===== config.mk =====
export PLATFORM = sky130hd
export DESIGN_NAME = fpm_special_resolver
export DESIGN_NICKNAME = d
export VERILOG_FILES = /design/src/rtl/fpm_pkg.sv /design/src/rtl/fpm_order.sv /design/src/rtl/fpm_decide.sv /design/src/rtl/fpm_special_resolver.sv
export SDC_FILE = /design/constraint.sdc
export NUM_CORES = 1
export LEC_CHECK = 0
export ABC_CLOCK_PERIOD_IN_PS = 6150
export BUFFER_PORTS_ARGS = -buffer_cell sky130_fd_sc_hd__buf_2
export CORE_ASPECT_RATIO = 0.8
export CORE_MARGIN = 2
export CORE_UTILIZATION = 30
export CTS_CLUSTER_DIAMETER = 100
export DETAILED_ROUTE_END_ITERATION = 16
export GPL_ROUTABILITY_DRIVEN = 1
export MAX_ROUTING_LAYER = met4
export PLACE_DENSITY = 0.55
export SLEW_MARGIN = 0
export SYNTH_ARGS = -nofsm -noshare
export SYNTH_HDL_FRONTEND = slang
export SYNTH_SLANG_ARGS = --single-unit

===== constraint.sdc =====
create_clock -name clk -period 6.15 [get_ports clk]
set_clock_uncertainty 0.2 [all_clocks]
set_input_delay 0.9225 -clock clk [delete_from_list [all_inputs] [get_ports clk]]
set_output_delay 0.9225 -clock clk [all_outputs]
set_load 0.05 [all_outputs]

===== src/rtl/fpm_pkg.sv =====
package fpm_pkg;

    localparam int CLS_W  = 3;
    localparam int FLAG_W = 2;
    localparam int FLG_NAN_OP  = 0;
    localparam int FLG_INF_ZRO = 1;

    typedef enum logic [CLS_W-1:0] {
        CLS_ZERO = 3'd0,
        CLS_NUM  = 3'd1,
        CLS_INF  = 3'd2,
        CLS_QNAN = 3'd3,
        CLS_SNAN = 3'd4
    } cls_e;

    typedef struct packed {
        cls_e cls;
        logic sign;
    } opnd_t;

    typedef struct packed {
        cls_e              cls;
        logic              sign;
        logic              from_b;
        logic              dnan;
        logic              go;
        logic [FLAG_W-1:0] flags;
    } res_t;

    localparam res_t RES_IDLE = '{cls: CLS_ZERO, sign: 1'b0, from_b: 1'b0,
                                  dnan: 1'b0, go: 1'b0, flags: '0};

    // Fold unused codes into quiet NaN.
    function automatic cls_e norm_cls(input logic [CLS_W-1:0] raw);
        cls_e c;
        if (raw > CLS_W'(CLS_SNAN)) c = CLS_QNAN;
        else                        c = cls_e'(raw);
        return c;
    endfunction

    // Rank: zero < number < infinity < quiet NaN < signalling NaN.
    function automatic logic [CLS_W-1:0] cls_rank(input cls_e c);
        logic [CLS_W-1:0] r;
        case (c)
            CLS_ZERO: r = 3'd0;
            CLS_NUM:  r = 3'd1;
            CLS_INF:  r = 3'd2;
            CLS_QNAN: r = 3'd3;
            default:  r = 3'd4;
        endcase
        return r;
    endfunction

    function automatic logic is_nan(input cls_e c);
        return (c == CLS_QNAN) || (c == CLS_SNAN);
    endfunction

endpackage


===== src/rtl/fpm_order.sv =====
module fpm_order
    import fpm_pkg::*;
(
    input  logic [CLS_W-1:0] a_cls_raw,
    input  logic             a_sign,
    input  logic [CLS_W-1:0] b_cls_raw,
    input  logic             b_sign,
    output opnd_t            x_o,
    output opnd_t            y_o,
    output logic             y_is_b
);
    opnd_t a_op, b_op;
    logic  swap;

    always_comb begin
        a_op.cls  = norm_cls(a_cls_raw);
        a_op.sign = a_sign;
        b_op.cls  = norm_cls(b_cls_raw);
        b_op.sign = b_sign;
        // Equal ranks keep B in the Y role.
        swap   = cls_rank(a_op.cls) > cls_rank(b_op.cls);
        x_o    = swap ? b_op : a_op;
        y_o    = swap ? a_op : b_op;
        y_is_b = ~swap;
    end
endmodule


===== src/rtl/fpm_decide.sv =====
module fpm_decide
    import fpm_pkg::*;
#(
    parameter logic DNAN_SIGN = 1'b0
) (
    input  opnd_t x_i,
    input  opnd_t y_i,
    input  logic  y_is_b,
    output res_t  res_o
);
    logic sgn_x;

    always_comb begin
        sgn_x = x_i.sign ^ y_i.sign;
        res_o = RES_IDLE;
        if (is_nan(y_i.cls)) begin
            res_o.cls               = y_i.cls;
            res_o.sign              = sgn_x;
            res_o.from_b            = y_is_b;
            res_o.flags[FLG_NAN_OP] = 1'b1;
        end else if (y_i.cls == CLS_INF) begin
            if (x_i.cls == CLS_ZERO) begin
                res_o.cls                = CLS_QNAN;
                res_o.sign               = DNAN_SIGN;
                res_o.dnan               = 1'b1;
                res_o.flags[FLG_INF_ZRO] = 1'b1;
            end else begin
                res_o.cls  = CLS_INF;
                res_o.sign = sgn_x;
            end
        end else if (x_i.cls == CLS_ZERO) begin
            res_o.cls  = CLS_ZERO;
            res_o.sign = sgn_x;
        end else begin
            res_o.cls  = CLS_NUM;
            res_o.sign = sgn_x;
            res_o.go   = 1'b1;
        end
    end
endmodule


===== src/rtl/fpm_special_resolver.sv =====
module fpm_special_resolver
    import fpm_pkg::*;
#(
    parameter logic DNAN_SIGN = 1'b0
) (
    input  logic             clk,
    input  logic             rst,
    input  logic             op_valid,
    input  logic [CLS_W-1:0] a_cls,
    input  logic             a_sign,
    input  logic [CLS_W-1:0] b_cls,
    input  logic             b_sign,
    output logic             res_valid,
    output logic [CLS_W-1:0] res_cls,
    output logic             res_sign,
    output logic             res_from_b,
    output logic             res_dnan,
    output logic             mul_go,
    output logic [FLAG_W-1:0] exc_flags
);
    opnd_t x_op, y_op;
    logic  y_is_b;
    res_t  res_c, res_q;
    logic  vld_q;

    fpm_order u_order (
        .a_cls_raw (a_cls),
        .a_sign    (a_sign),
        .b_cls_raw (b_cls),
        .b_sign    (b_sign),
        .x_o       (x_op),
        .y_o       (y_op),
        .y_is_b    (y_is_b)
    );

    fpm_decide #(.DNAN_SIGN(DNAN_SIGN)) u_decide (
        .x_i    (x_op),
        .y_i    (y_op),
        .y_is_b (y_is_b),
        .res_o  (res_c)
    );

    always_ff @(posedge clk) begin
        if (rst) begin
            vld_q <= 1'b0;
            res_q <= RES_IDLE;
        end else begin
            vld_q <= op_valid;
            res_q <= op_valid ? res_c : RES_IDLE;
        end
    end

    assign res_valid  = vld_q;
    assign res_cls    = res_q.cls;
    assign res_sign   = res_q.sign;
    assign res_from_b = res_q.from_b;
    assign res_dnan   = res_q.dnan;
    assign mul_go     = res_q.go;
    assign exc_flags  = res_q.flags;
endmodule


# Word level (Yosys, flattened, before mapping)
# Cells that the tools add are included.
# word_totals
ramBits	0
in_bits	11
rom_bits	0
out_inout_bits	10
memories	0
latch_bits	0
reg_bits	9
# op_classes
add_sub_neg	0
n_eq_ne	9
order_cmp	3
reduce_logical	8
n_mul	0
muxes	13
div_mod_pow	0
n_bitwise	5
shifts	0
# op_table
cell	n
$pmux 3 s4	2
$eq 3x2->1 const B	6
$mux 4	4
$logic_not 3->1	3
$reduce_or 4->1	2
$eq 3x1->1 const B	2
$gt 3x3->1 const B	2
$mux 3	2
$mux 2	2
$not 1->1	4
$eq 3x3->1 const B	1
$gt 3x3->1	1
$mux 1	3
$reduce_or 3->1	1
$reduce_or 2->1	1
$logic_or 1x1->1	1
$xor 1x1->1	1

# Longest topological paths before layout
# Gate-level depths: netlist of the first run.
# logic_depth
word_depth	10
mapped_depth	11
ltp_nobuf	9

# Cells and area by module
# A second synthesis of the first run with hierarchy kept.
# unflattened
hier_cells	65
hier_area_um2	666.9
# modules_own_cells
module	instances	cells_each	area_per_inst_um2
fpm_special_resolver	1	20	285.3
fpm_order	1	26	226.5
fpm_decide	1	19	155.1

# Worst setup path after synthesis of the first run
# No wires, ideal clock.
# synth_path
path_kind	input to register
startpoint	input port b_cls[1]
endpoint	register res_q (netlist bit res_cls[0])
cell_stages	11
path_slack_ns	3.257
n_path_buf	2
setup_ns	0.077
arrival_ns	2.616
path_cell_list	buf_2 nor2_1 and2_1 inv_1 ha_1 and3b_1 o21ai_2 buf_6 mux2i_1 nand2_1 a41oi_2
# synth_between
elab_chain_len	10
# synth_lines
item	line	text
start, declared	fpm_special_resolver.sv:11	input logic [CLS_W-1:0] b_cls,
$gt 3x3->1	fpm_pkg.sv:36	if (raw > CLS_W'(CLS_SNAN)) c = CLS_QNAN;
$mux 3 (*)	fpm_pkg.sv:36	
$eq 3x2->1, or another cell as far along	fpm_pkg.sv:44	case (c)
$pmux 3 s4	fpm_pkg.sv:44	
$gt 3x3->1	fpm_order.sv:21	swap = cls_rank(a_op.cls) > cls_rank(b_op.cls);
$mux 4	fpm_order.sv:22	x_o = swap ? b_op : a_op;
$logic_not 3->1	fpm_decide.sv:22, fpm_decide.sv:31	
$mux 2, on equally long branches	fpm_decide.sv:31, fpm_decide.sv:22	
$mux 4	fpm_decide.sv:21	end else if (y_i.cls == CLS_INF) begin
$mux 4 (*)	fpm_decide.sv:16	if (is_nan(y_i.cls)) begin
end signal, assigned	fpm_special_resolver.sv:49	res_q <= op_valid ? res_c : RES_IDLE;
end, declared	fpm_special_resolver.sv:23	res_t res_c, res_q;
# Mark *: on every way between the ends. The rest lies on a longest branch, timed or not.
# A chain may end at the register's enable or synchronous reset.

# Worst setup path in the final report of the first run
# Ends and elaborated chain as after synthesis.

==> results of run 1 <==
-- logic make-up after synthesis --
logic type / Yosys count / synth area share [%]
AOI/OAI and AO/OA: 18 / 24.1
xor gates and xnor gates: 1 / 1.59
adders and majority gates: 3 / 6.83
buffers and inverters: 7 / 8.88
DFF: 9 / 32.8
muxes: 1 / 1.82
and+or+nand+nor: 24 / 23.9
-- path summary, 6_finish.rpt --
kind,slack [ps],cells past startpoint,end,from
worst max-delay path,3170,10,res_cls[0],b_cls[1]
worst min-delay path,810,3,res_sign,b_sign
-- metal layers --
metal / track usage, % / part of all wire [%] / up-vias
li1: - / - / 268
met1: 13.9 / 50 / 215
met2: 14.9 / 42 / 18
met3: 4.29 / 7.0 / 2
met4: 6.32 / 1.4 / 0
met5: - / 0 / -
-- cell type report --
cell class                      instances  area share, %
Sequential cell                         9           27.0
Timing Repair Buffer                   20           15.0
Clock buffer                            3           3.38
Multi-Input combinational cell         47           48.0
Clock inverter                          1          0.750
Tap cell                               22           4.13
Inverter                                3           1.69
-- worst max-delay path: stages --
cell and delay (ps):
buf_2 160, nor2_1 130, and2_1 160, inv_1 50, ha_1 290, and3b_1 200, o21ai_2 450, mux2i_1 320
nand2_1 120, a41oi_2 150
-- flip-flops by register name (all words and copies together) (netlist names) --
signal / cells
res_from_b: 1
res_sign: 1
res_valid: 1
exc_flags: 2
res_cls: 3
mul_go: 1
-- cells in the mapped netlist (all sizes together) --
master	number
a211oi	3
a21o	4
a21oi	7
a41oi	1
and2	2
and3	1
and3b	1
buf	3
clkbuf	1
dfxtp	9
ha	3
inv	3
mux2i	1
nand2	3
nand2b	1
nand3	1
nor2	8
nor3	1
nor3b	2
nor4	2
o21ai	1
o22ai	1
o311ai	1
or3	2
xor2	1
-- metrics by stage --
step / power, W / util [%]
final: 0.000153 / 39.8
after global routing: 0.000163 / 39.8
after CTS: 0.000155 / 39.8
after detailed placement: 0.000111 / 38.2
after global placement: 0.000111 / 38.2
after floorplan: 0.000103 / -
-- power breakdown --
group / total, W / switching, W / internal (W)
registers: 0.0000622 / 0.000000586 / 0.0000617
logic: 0.0000475 / 0.0000321 / 0.0000154
clock network: 0.0000436 / 0.0000197 / 0.0000239
==> flow_summary.ini, run 1 <==
[clock_tree]
clockBufferDepth = 2
cts_tree = yes
cts_sinks = 9
post-cts-setup-buffer-count = 0
cts-root-buf = clkbuf_4
cts_max_level = 1
holdBufCountCts = 0
clk_pin_slew_ps = 60
cts_buffers = 3
cts.repair.resized = 0

[synthesis]
ys_ff_latch = 9
yosysSeqAreaShare_pct = 32.8
synth_cell_types = 30
synthCells = 63
synth_top_cell_area_share_pct = 32.8
synth_area_leaders = dfxtp_1, ha_1, a21oi_1
avgSynthCellArea_um2 = 8.72
synth_area_um2 = 549
yosysTopAreaCell = dfxtp_1
syn_nets = 77
yosys_warnings = 0

[detailed_routing]
viasPerCell = 4.79
wl_per_cell_um = 10.2
drt_first_pass_iters = 6
antenna_left = 0
vias = 503
drt_iter0_markers = 6
wirelength_mm = 1.07
drc = 0

[layout]
fin_cells = 105
most-common-layout-cells = buf_2, dfxtp_1, nor2_1
ff_latch_area_um2 = 180
nets = 98
fillers = 172
area_growth_pct = 21.4
final_layout_size_suffix_gt1_share_pct = 37.3
final_common_cell = buf_2
n_antenna_cell = 0
final_cell_area_um2 = 667
multi_input_area_um2 = 320

[global_route]
groute.usage.overall_pct = 11.1
grt_pass1_wl_mm = 1.73
overflow = 0
grt_pass1_vias = 407
grt_max_degree = 15
antenna_found_initial = 0

[worst_setup_path]
cp-end-kind = flop
arrival_ps = 2960
worstSetupPathType = primary input to flop
start_kind = primary input
crit_fanout = 14
cp.required_ps = 6130

[timing]
period_share_pct = 48.5
hold_viol = 0
clock.fmax_ghz = 0.335
setup_viol = 0
final.min_clock_period_ps = 2980
maxSlewHeadroom_pct = 64.2
worst_pin_slew_ps = 537
layout_setup_ws_ps = 3170
rsz0062_at_grt = no
final_max_slew_viol_count = 0
whs_ps = 813
fin_tns_setup_ps = 0

[floorplan]
die_w_um = 51.8
num_rows = 13
die_area_um2 = 2190
io_pins = 21
die_y_um = 42.3
initial_core_util_pct = 32.8
core_um2 = 1680

[pwr]
p_leak_nw = 0.329
p_per_area_nw_per_um2 = 230
vdd_drop_max_mv = 0.0816

[placement]
pre_cts_slack_ps = 2900
place_area_um2 = 639
dp_hpwl_um = 866
placed_cells = 101
gp_congestion = 0.799
numPortBuffers = 20

[flow_run]
max_cap_violations = 0

[hold_path]
hold_class = primary input to flop

[outcome]
outcome = finished clean
Power figures use the tool's default switching activity.
==> inputs of run 2 (changes only) <==
--- a/config.mk
+++ b/config.mk
@@ -5,7 +5,8 @@
 export SDC_FILE = /design/constraint.sdc
 export NUM_CORES = 1
 export LEC_CHECK = 0
-export ABC_CLOCK_PERIOD_IN_PS = 6150
+export ABC_AREA = 1
+export ABC_CLOCK_PERIOD_IN_PS = 2500
 export BUFFER_PORTS_ARGS = -buffer_cell sky130_fd_sc_hd__buf_2
 export CORE_ASPECT_RATIO = 0.8
 export CORE_MARGIN = 2
@@ -14,7 +15,7 @@
 export DETAILED_ROUTE_END_ITERATION = 16
 export GPL_ROUTABILITY_DRIVEN = 1
 export MAX_ROUTING_LAYER = met4
-export PLACE_DENSITY = 0.55
+export PLACE_DENSITY = 0.57
 export SLEW_MARGIN = 0
 export SYNTH_ARGS = -nofsm -noshare
 export SYNTH_HDL_FRONTEND = slang
==> constraint.sdc (replaced) <==
create_clock -name clk -period 2.5 [get_ports clk]
set_clock_uncertainty 0.2 [all_clocks]
set_input_delay 0.375 -clock clk [delete_from_list [all_inputs] [get_ports clk]]
set_output_delay 0.375 -clock clk [all_outputs]
set_load 0.05 [all_outputs]
==> run 2 against run 1 <==
  * Core utilization up 1.6 points
  * Critical path depth up 3
  * First-iteration DRC count down 17%
==> flow_summary.ini, run 2 <==
[global_route]
grt_pass1_wl_mm = 1.76
grt_max_degree = 8
overflow = 0
antenna_found_initial = 0
groute.usage.overall_pct = 11.3
grt_pass1_vias = 468

[placement]
dp_hpwl_um = 894
gp_congestion = 0.797
numPortBuffers = 20

[worst_setup_path]
critPathSlowestCell = ha_1
start_kind = primary input
crit_fanout = 7
worstSetupPathType = primary input to flop
path_cells = buf_2, inv_1, nand2_1, nor2_1, ha_1, a21oi_2, nand2_2, nand2_4, nand2_1, o21ai_2, nand2_1, nand3_2, inv_1
slowest_delay_ps = 300
cp_common_cell = nand2_1
arrival_ps = 1850
cp-end-kind = flop
cp.required_ps = 2450

[detailed_routing]
antenna_left = 0
drt_first_pass_iters = 3
route.met2.wl_um = 464
wirelength_mm = 1.02
highest_layer = met3
vias = 516
drt_iter0_markers = 5
dr_wl_met3_um = 59
wl_per_cell_um = 8.47
wl_met1_um = 492
drc = 0
viasPerCell = 4.30

[synthesis]
yosys-top-cells-count = inv_1, nand2_1, dfxtp_1, nand3_1, nor2_1
synth_area_leaders = dfxtp_1, inv_1, ha_1
synth_cell_types = 19
yosysTopAreaCell = dfxtp_1
synth-async-reset-ratio_pct = 0
synth_edf_count = 0
avgSynthCellArea_um2 = 7.31
synthFlopType = dfxtp_1
ys_ff_latch = 9
synth_area_um2 = 548
synthCells = 75
yosysSeqAreaShare_pct = 32.9
synth_top_cell_area_share_pct = 32.9
yosys_warnings = 0
syn_nets = 89
yosys.cell_count.top_type = inv_1

[timing]
final_max_slew_viol_count = 0
maxSlewHeadroom_pct = 79.4
whs_ps = 131
period_share_pct = 75.9
setup_viol = 0
rsz0062_at_grt = no
worst_pin_slew_ps = 308
fin_tns_setup_ps = 0
hold_viol = 0
final.min_clock_period_ps = 1900
clock.fmax_ghz = 0.527

[layout]
area_growth_pct = 26.7
largest_reg_flops = 3
n_antenna_cell = 0
final_core_util_pct = 41.4
multi_input_area_um2 = 300
final_common_cell = buf_2
most-common-layout-cells = buf_2, inv_1, nand2_1
final_layout_size_suffix_gt1_share_pct = 41.8
ff_latch_area_um2 = 180
fillers = 195
nets = 113

[clock_tree]
cts_max_level = 1
clk_pin_slew_ps = 60
cts.repair.resized = 0
cts_tree = yes
cts-root-buf = clkbuf_4
clockBufferDepth = 2
cts_buffers = 3
holdBufCountCts = 0
post-cts-setup-buffer-count = 0
cts_sinks = 9

[hold_path]
hold_depth = 2
min-delay-start = rst
min_to = res_valid
hold_class = primary input to flop

[pwr]
p_leak_nw = 0.398
p_per_area_nw_per_um2 = 616
vdd_drop_max_mv = 0.232

[floorplan]
initial_core_util_pct = 32.7
num_rows = 13
die_y_um = 42.2
die_w_um = 51.8
io_pins = 21
core_um2 = 1680
die_area_um2 = 2190

[flow_run]
max_cap_violations = 0

[outcome]
outcome = finished clean
-- run 2: cell count changes after synthesis, moves of 3 or more --
| cell | change |
|---|---|
| a21o_1 | -4 |
| a21oi_1 | -3 |
| inv_1 | +10 |
| inv_2 | +3 |
| nand2_1 | +8 |
| nand2_2 | +4 |
| nand2_4 | +3 |
| nand3_1 | +6 |
-- run 2: kinds of logic after synthesis --
family	synth area share, %
fa+ha+maj	6.85
compound gates	11.2
simple gates	36.8
buf+inv	12.3
flops	32.9
-- run 2: per-layer routing --
metal | vias to the layer above | track usage, %
met4 | 0 | 4.74
met3 | 0 | 5.36
met5 | - | -
met2 | 15 | 16.9
met1 | 219 | 12.7
li1 | 282 | -
-- run 2: area by class of cell --
type	count	share of cell area (%)
Inverter	16	8.65
Sequential cell	9	25.9
Clock buffer	4	3.78
Timing Repair Buffer	20	14.4
Multi-Input combinational cell	49	43.2
Tap cell	22	3.96
-- run 2: worst max-delay path: cells and delay by family --
family | cells | cell delay, ps
AO/OA/AOI/OAI | 2 | 240
adder cells (fa/ha/maj) | 1 | 300
buffers and inverters | 3 | 220
AND/OR/NAND/NOR | 7 | 710
-- run 2: power breakdown --
group | switching, W | total (W) | internal (W)
logic | 0.000115 | 0.000163 | 0.0000480
registers | 0.00000239 | 0.000157 | 0.000154
clock network | 0.0000471 | 0.000108 | 0.0000613
-- run 2: through the flow --
| step | setup WS (ps) | cell area [um2] | instances | total power, W |
|---|---|---|---|---|
| floorplan | 547 | 548 | 75 | 0.000290 |
| CTS | 586 | 694 | 120 | 0.000431 |
| finish | 603 | 694 | 120 | 0.000428 |
| detailed placement | 321 | 668 | 116 | 0.000323 |
| global placement | 349 | 668 | 116 | 0.000321 |
| global route | 414 | 694 | 120 | 0.000459 |
-- run 2: worst max path at each step --
stage | from | to | depth (start not counted)
final | a_cls[0] | exc_flags[0] | 13
after global routing | a_cls[0] | res_sign | 13
after CTS | a_cls[0] | mul_go | 12
after detailed placement | a_cls[0] | mul_go | 12
after global placement | a_cls[1] | exc_flags[0] | 13
after floorplan | a_cls[0] | exc_flags[0] | 12
==> inputs of run 3 (changes only) <==
--- a/config.mk
+++ b/config.mk
@@ -5,8 +5,8 @@
 export SDC_FILE = /design/constraint.sdc
 export NUM_CORES = 1
 export LEC_CHECK = 0
-export ABC_AREA = 1
-export ABC_CLOCK_PERIOD_IN_PS = 2500
+export ABC_AREA = 0
+export ABC_CLOCK_PERIOD_IN_PS = 1700
 export BUFFER_PORTS_ARGS = -buffer_cell sky130_fd_sc_hd__buf_2
 export CORE_ASPECT_RATIO = 0.8
 export CORE_MARGIN = 2
==> constraint.sdc (replaced) <==
create_clock -name clk -period 1.7 [get_ports clk]
set_clock_uncertainty 0.2 [all_clocks]
set_input_delay 0.255 -clock clk [delete_from_list [all_inputs] [get_ports clk]]
set_output_delay 0.255 -clock clk [all_outputs]
set_load 0.05 [all_outputs]
==> run 3 against run 2 <==
  * The run now ends with negative setup slack left
  * Global-route usage grew 6.9 points
  * Critical path depth fell by 2
  * Sequential cell count did not move
  * Design area rose by 44%
  * Count of clock-buffer cells in the layout unchanged
  * Combinational power up 81%
  * First-iteration DRC count grew 100%
  * Worst setup slack worse by 830 ps
  * Clock power is 51% higher
  * Sequential power increased by 43%
  * Worst hold slack gained 34 ps
  * Largest power group unchanged
==> flow_summary.ini, run 3 (synthesis gave the netlist of run 1 again) <==
[worst_setup_path]
crit_fanout = 6
start_kind = primary input
worstSetupPathType = primary input to flop
slowest_delay_ps = 270
arrival_ps = 1890
cp_top_family = simple AND/OR/NAND/NOR gates
cp.required_ps = 1650
cp-end-kind = flop
critPathSlowestCell = ha_4
path_cells = buf_8, nor2_4, and2_4, inv_4, ha_4, and3b_2, o21ai_4, nor4_1, a21oi_1, buf_4, and3_1
path_buf_inv = 3

[detailed_routing]
wl_per_cell_um = 13.7
wirelength_mm = 1.81
drt_iter0_markers = 10
vias = 667
drc = 0
antenna_left = 0
viasPerCell = 5.05
drt_first_pass_iters = 4

[pwr]
p_seq_share_pct = 33.0
power.internal_w = 0.000448
p_leak_nw = 0.478
p_per_area_nw_per_um2 = 683
power_switching_share_pct = 34.5
vdd_drop_max_mv = 0.313
power.share.combinational_pct = 43.2
switching_power_w = 0.000236
clkPwrFrac_pct = 23.8

[timing]
final.min_clock_period_ps = 1930
layout_setup_ws_ps = -232
fin_tns_setup_ps = -1250
whs_ps = 165
worst_pin_slew_ps = 422
period_share_pct = 114
rsz0062_at_grt = yes
final_max_slew_viol_count = 0
setup_viol = 8
maxSlewHeadroom_pct = 71.5
hold_viol = 0
clock.fmax_ghz = 0.518

[global_route]
groute.usage.overall_pct = 18.1
overflow = 0
grt_max_degree = 8
grt_pass1_vias = 647
antenna_found_initial = 0
grt_pass1_wl_mm = 2.79

[floorplan]
core_um2 = 1680
die_area_um2 = 2190
die_w_um = 51.8
die_y_um = 42.3
num_rows = 13
io_pins = 21
initial_core_util_pct = 32.8

[placement]
dp_hpwl_mm = 1.06
numPortBuffers = 20
gp_congestion = 0.775
place_area_um2 = 808

[layout]
n_antenna_cell = 0
ff_latch_area_um2 = 180
nets = 125
final_common_cell = buf_4
most-common-layout-cells = buf_4, buf_2, dfxtp_1
multi_input_area_um2 = 422
area_growth_pct = 82.2
final_cell_area_um2 = 1000
fillers = 135
final_layout_size_suffix_gt1_share_pct = 63.6
largest_reg_flops = 3

[hold_path]
hold_class = primary input to flop

[clock_tree]
cts-root-buf = clkbuf_4
cts_tree = yes
holdBufCountCts = 0
cts_sinks = 9
cts_buffers = 3
cts_max_level = 1
clk_pin_slew_ps = 60
clockBufferDepth = 2

[outcome]
outcome = finished, violations left
failed_checks = negative setup slack

[flow_run]
max_cap_violations = 0
run 3: changes by cell type in the layout (fill, tap and decap cells not counted), moves of 3 or more:
| cell | before | now |
|---|---|---|
| a21o_1 | 0 | 3 |
| nand2_1 | 10 | 2 |
| inv_1 | 13 | 2 |
| nand2_2 | 5 | 1 |
| buf_4 | 0 | 26 |
| nand2_4 | 3 | 0 |
| inv_2 | 3 | 0 |
| buf_2 | 20 | 16 |
| a211oi_2 | 0 | 3 |
| nand3_1 | 7 | 0 |
| buf_8 | 0 | 3 |
run 3: final timing paths:
check | start | to | depth (start not counted) | slack, ps
setup / recovery | b_cls[1] | res_sign | 11 | -230
hold / removal | b_sign | res_sign | 3 | 170
run 3: final cells by class:
class                           instances  share of cell area [%]
Multi-Input combinational cell         48                    42.1
Inverter                                3                    1.37
Sequential cell                         9                    18.0
Tap cell                               22                    2.75
Clock buffer                            4                    2.63
Timing Repair Buffer                   46                    33.1
run 3: power by group through the flow:
stage	combinational, W	sequential (W)	clock (W)
floorplan	0.000108	0.000274	0
finish	0.000295	0.000225	0.000163
detailed placement	0.000218	0.000230	0
CTS	0.000263	0.000226	0.000166
global placement	0.000215	0.000230	0
global route	0.000314	0.000226	0.000182
run 3: per-layer routing:
| metal | routed length, um | GRT usage (%) | up-vias |
|---|---|---|---|
| met5 | 0 | - | - |
| met4 | 27 | 6.32 | 0 |
| met3 | 103 | 5.36 | 4 |
| met2 | 949 | 30.9 | 31 |
| met1 | 729 | 19.9 | 310 |
| li1 | - | - | 322 |
run 3: timing repair:
item	in CTS	in global routing
cloned	1	0
endpoints found under the setup margin	8	8
pin swaps	8	8
buffers inserted	6	2
resized for setup	13	9
run 3: tightest hold or removal path: stages:
cell and delay, ps:
buf_2 80, xor2_1 60, and3_1 180
run 3: metrics by stage:
stage | setup slack, ps | total power, W | instances | util, %
2_1_floorplan | -368 | 0.000382 | 63 | -
3_3_place_gp | -561 | 0.000446 | 119 | 48.2
3_5_place_dp | -620 | 0.000448 | 119 | 48.2
4_1_cts | -208 | 0.000654 | 130 | 56.2
5_1_grt | -291 | 0.000722 | 132 | 59.7
6_report | -232 | 0.000684 | 132 | 59.7
